--- src/rtl/ddr3rs_pkg.sv ---
package ddr3rs_pkg;
  typedef enum logic [1:0] {
    ST_IDLE = 2'd0,
    ST_HOLD = 2'd1,
    ST_WAIT = 2'd2,
    ST_LIVE = 2'd3
  } seq_st_t;

  // microseconds to cycles at an integer MHz clock (product is already the ceiling)
  function automatic int unsigned us_to_cyc(input int unsigned us, input int unsigned mhz);
    return us * mhz;
  endfunction
endpackage

--- src/rtl/ddr3rs_timer.sv ---
module ddr3rs_timer #(
  parameter int CNT_W = 20
) (
  input  logic             clk,
  input  logic             rst,
  input  logic             load,
  input  logic [CNT_W-1:0] load_val,
  output logic             zero
);
  logic [CNT_W-1:0] cnt;

  always_ff @(posedge clk) begin
    if (rst)
      cnt <= '0;
    else if (load)
      cnt <= load_val;
    else if (cnt != '0)
      cnt <= cnt - 1'b1;
  end

  assign zero = (cnt == '0);
endmodule

--- src/rtl/ddr3rs_span.sv ---
module ddr3rs_span #(
  parameter int CKE_W    = 17,
  parameter int CKE_MULT = 3,
  parameter int SAFE_CYC = 200000,
  parameter int CNT_W    = 20
) (
  input  logic [CKE_W-1:0] dly,
  output logic [CNT_W-1:0] wait_load
);
  logic [CNT_W-1:0] ext;
  logic [CNT_W-1:0] scaled;

  assign ext = CNT_W'(dly);

  generate
    if (CKE_MULT == 2) begin : g_x2
      assign scaled = ext << 1;
    end else if (CKE_MULT == 3) begin : g_x3
      assign scaled = (ext << 1) + ext;
    end else begin : g_xn
      assign scaled = ext * CNT_W'(CKE_MULT);
    end
  endgenerate

  // total wait minus one, since the counter runs down to zero inclusive
  assign wait_load = scaled + CNT_W'(SAFE_CYC - 1);
endmodule

--- src/rtl/ddr3_rst_seq.sv ---
module ddr3_rst_seq #(
  parameter int CLK_MHZ  = 400,
  parameter int RST_US   = 200,
  parameter int SAFE_US  = 500,
  parameter int CKE_W    = 17,
  parameter int CKE_MULT = 3
) (
  input  logic             clk,
  input  logic             rst,
  input  logic             start,
  input  logic             inv_pol,
  input  logic [CKE_W-1:0] cke_dly,
  output logic             mem_reset_n,
  output logic             rst_ctl,
  output logic             cke,
  output logic             done
);
  import ddr3rs_pkg::*;

  localparam int RST_CYC  = int'(us_to_cyc(RST_US, CLK_MHZ));
  localparam int SAFE_CYC = int'(us_to_cyc(SAFE_US, CLK_MHZ));
  localparam int MAX_WAIT = ((2 ** CKE_W) - 1) * CKE_MULT + SAFE_CYC;
  localparam int MAX_SPAN = (MAX_WAIT > RST_CYC) ? MAX_WAIT : RST_CYC;
  localparam int CNT_W    = $clog2(MAX_SPAN + 1);

  seq_st_t          st;
  logic             pol_q;
  logic [CKE_W-1:0] dly_q;
  logic             done_q;
  logic             accept;
  logic             zero;
  logic             t_load;
  logic [CNT_W-1:0] t_val;
  logic [CNT_W-1:0] wait_load;

  assign accept = start && (st == ST_IDLE || st == ST_LIVE);
  assign t_load = accept || (st == ST_HOLD && zero);
  assign t_val  = accept ? CNT_W'(RST_CYC - 1) : wait_load;

  ddr3rs_span #(
    .CKE_W   (CKE_W),
    .CKE_MULT(CKE_MULT),
    .SAFE_CYC(SAFE_CYC),
    .CNT_W   (CNT_W)
  ) u_span (
    .dly      (dly_q),
    .wait_load(wait_load)
  );

  ddr3rs_timer #(.CNT_W(CNT_W)) u_tmr (
    .clk     (clk),
    .rst     (rst),
    .load    (t_load),
    .load_val(t_val),
    .zero    (zero)
  );

  always_ff @(posedge clk) begin
    if (rst) begin
      st     <= ST_IDLE;
      pol_q  <= 1'b0;
      dly_q  <= '0;
      done_q <= 1'b0;
    end else begin
      done_q <= 1'b0;
      unique case (st)
        ST_IDLE, ST_LIVE: begin
          if (start) begin
            st    <= ST_HOLD;
            pol_q <= inv_pol;
            dly_q <= cke_dly;
          end
        end
        ST_HOLD: begin
          if (zero) st <= ST_WAIT;
        end
        ST_WAIT: begin
          if (zero) begin
            st     <= ST_LIVE;
            done_q <= 1'b1;
          end
        end
        default: st <= ST_IDLE;
      endcase
    end
  end

  assign mem_reset_n = (st == ST_WAIT) || (st == ST_LIVE);
  assign rst_ctl     = mem_reset_n ^ pol_q;
  assign cke         = (st == ST_LIVE);
  assign done        = done_q;
endmodule

--- config.mk ---
export PLATFORM = sky130hd
export DESIGN_NAME = ddr3_rst_seq
export DESIGN_NICKNAME = d
export VERILOG_FILES = /design/src/rtl/ddr3rs_pkg.sv /design/src/rtl/ddr3rs_timer.sv /design/src/rtl/ddr3rs_span.sv /design/src/rtl/ddr3_rst_seq.sv
export SDC_FILE = /design/constraint.sdc
export NUM_CORES = 1
export LEC_CHECK = 0
export BUFFER_PORTS_ARGS = -buffer_cell sky130_fd_sc_hd__buf_2
export CAP_MARGIN = 20
export CORE_UTILIZATION = 39
export CTS_CLUSTER_SIZE = 24
export DETAILED_ROUTE_END_ITERATION = 6
export GPL_ROUTABILITY_DRIVEN = 0
export GPL_TIMING_DRIVEN = 1
export SYNTH_ARGS = -nofsm -noshare
export SYNTH_HDL_FRONTEND = slang
export SYNTH_HIERARCHICAL = 1
export SYNTH_SLANG_ARGS = --single-unit
--- constraint.sdc ---
create_clock -name clk -period 2.9 [get_ports clk]
set_input_delay 0.29 -clock clk [delete_from_list [all_inputs] [get_ports clk]]
set_output_delay 0.29 -clock clk [all_outputs]
set_load 0.01 [all_outputs]
==> impl_metrics.json <==
{
  "synth-xor-area-share_pct": 9.326,
  "layout_common_cells": "nand2_1 (75), dfxtp_1 (41), ha_1 (38)",
  "total_power_mw": 3.713,
  "outcome": "finished clean",
  "drt_pass1_iterations": 4,
  "num_rows": 33,
  "ir_worst_vdd_mv": 0.5166,
  "hold_ws_ps": 226.6,
  "synthAdderAreaFrac_pct": 14.66,
  "core-area_um2": 8299,
  "fmax_mhz": 391.1,
  "ys_ff_latch": 41,
  "fin_crit_ps": 2557,
  "max_cap_viol_count": 0,
  "tns_ps": 0,
  "io_buffer_count": 24,
  "post_cts_buffers": 0,
  "grt_pass1_wl_um": 11140,
  "ys.flop_type": "dfxtp_1",
  "die_x_um": 95.11,
  "maxSlewViolCount": 0,
  "vias": 2709,
  "drt-initial-drc-count": 67,
  "powerDensity_nw_per_um2": 1019,
  "synth_mux_area_share_pct": 0.9623,
  "min_period_over_period_pct": 88.16,
  "clk_pin_slew_worst_paths_ps": 80,
  "cts_num_sinks": 41,
  "start_kind": "flip-flop",
  "path_buf_inv": 2,
  "clk_latency_ps": 290,
  "syn_inst": 418,
  "p_sw_share_pct": 46.20,
  "use_met3_pct": 3.030,
  "min_from": "cke_dly[0]",
  "place_ws_ps": 366.9,
  "cts.repair.resized": 0,
  "path_delay_family": "compound AO/OA/AOI/OAI gates",
  "grt_max_degree": 39,
  "final_common_cell": "nand2_1",
  "use_met1_pct": 21.11,
  "intPower_mw": 1.998,
  "critical_path_arrival_ps": 2740,
  "synth_edf_count": 0,
  "power_frac_seq_pct": 23.9,
  "synth_compound_area_share_pct": 19.65,
  "track_usage_pct": 15.49,
  "root_buffer": "clkbuf_8",
  "finalNetCount": 499,
  "grtUsageMet2_pct": 25.18,
  "critical_path.max_stage_delay_ps": 420,
  "yosys.area_share.simple_pct": 23.46,
  "p_comb_share_pct": 65.1,
  "grt_pass1_vias": 2464,
  "synth_area_um2": 3381,
  "finalWirelength_um": 6769,
  "synth.avg_cell_area_um2": 8.088,
  "grt_overflow_total": 0,
  "hp-class": "in2reg",
  "pwr-share-clk_pct": 11.0,
  "drcViolationCount": 0,
  "path_cells": "inv_1, ha_1, inv_1, ha_1, a21oi_1, o21ai_1, or3_1, o211ai_1, a211oi_1, nand2b_1, a22o_1",
  "switching_power_mw": 1.715,
  "cts-hold-fix-buffers": 0,
  "areaGrowthSynthToFinish_pct": 7.772,
  "end_kind": "flip-flop",
  "synth.area.top_cells": "dfxtp_1 (24%), ha_1 (14%), nand2_1 (8.3%)",
  "drtAntennaViolNets": 0,
  "criticalPathCategory": "reg2reg",
  "ys_seq_area_share_pct": 24.28,
  "fillers": 859,
  "die-area_um2": 9045,
  "ys_warn_count": 6,
  "globalRoute.busiestLayer": "met2",
  "num_antenna_cells": 0,
  "slowest_stage": "ha_1",
  "rsz0062_at_grt": "false",
  "ctsHtreeMaxLevel": 2,
  "fp.dieH_um": 95.11,
  "path_max_fanout": 8,
  "synth_nets": 478,
  "cp.required_ps": 3080,
  "yosysUniqueCellTypes": 60,
  "wl_per_cell_um": 12.42,
  "synth_top_area_share_pct": 24.28,
  "synth_largest_area_cell": "dfxtp_1",
  "initial_core_util_pct": 40.74,
  "setup_viol": 0,
  "final_util_pct": 43.90,
  "avgViaCountPerCell": 4.971,
  "max_slew.worst_pin.slew_ps": 348.6,
  "synth_top_family_by_area": "simple AND/OR/NAND/NOR gates",
  "antenna_found_initial": 0,
  "tritoncts": "yes",
  "cp-startpoint": "dly_q[9]",
  "synthArstFlopShare_pct": 0,
  "r2r-start": "dly_q[9]",
  "worst_slack_ps": 343.3,
  "drive_gt1_share_pct": 17.50,
  "finalHoldViolCount": 0,
  "cts_buffer_depth": 2,
  "fin_skew_ps": 9.386,
  "dpl.hpwl_um": 5428,
  "cts_inserted_buffers": 5,
  "slew_headroom_pct": 76.54,
  "io_pins": 25,
  "p_leak_nw": 1.555
}
[power groups by stage]
stage	clock network, mW	logic (mW)	registers, mW
6_report	0.408	2.42	0.889
2_1_floorplan	0	2.06	0.866
3_3_place_gp	0	2.38	0.893
3_5_place_dp	0	2.40	0.903
4_1_cts	0.426	2.43	0.890
5_1_grt	0.450	2.70	0.915
[registers in the layout (all words and copies together) (netlist names)]
register	count
u_tmr/cnt	20
dly_q	17
st	2
done	1
pol_q	1
[stage by stage]
step	instances	area, um2
2_1_floorplan	418	3381
3_3_place_gp	537	3542
3_5_place_dp	537	3542
4_1_cts	545	3643
5_1_grt	545	3643
6_report	545	3643
[layer usage]
metal	vias to the layer above	share of wire, %
met2	39	44
li1	1454	-
met1	1210	52
met4	0	0.65
met3	6	2.6
met5	-	0
[cells by family after synthesis]
logic type      Yosys count
buf+inv                  51
compound gates           91
flops                    41
simple gates            158
fa+ha+maj                39
xor+xnor                 36
mux                       2
[synth_stat cells, types with 4 or more instances]
library cell and count:
nand2_1 75, nor4_1 4, and3_1 4, or3_1 5, o21ai_2 10, nand3_1 4, nand2b_1 13, o21ai_1 7
nor2_1 15, a21oi_1 26, a21oi_2 12, dfxtp_1 41, xor2_1 9, xnor2_1 27, and2_1 10, nor3_1 8
inv_1 37, ha_1 38, clkbuf_1 4, o21ai_0 10
[final timing paths]
kind | endpoint | slack [ps] | cells after the start
min reg2reg | dly_q[3] | 460 | 2
max | u_tmr/cnt[13] | 340 | 11
min | dly_q[0] | 230 | 3
max reg2reg | u_tmr/cnt[13] | 340 | 11
[area by class of cell]
type	count	area, um2	share of cell area, %
multi-input combinational	326	2301	63.15
inverter	37	138.9	3.812
sequential	41	820.8	22.53
timing repair buffer	28	150.1	4.121
tap	105	131.4	3.606
clock inverter	1	5.005	0.1374
clock buffer	7	96.34	2.644
[tightest hold or removal path: stages]
cell and delay (ps):
buf_2 90, nand2_1 40, a21oi_1 50
No activity file was read; power rests on OpenSTA's default activity.
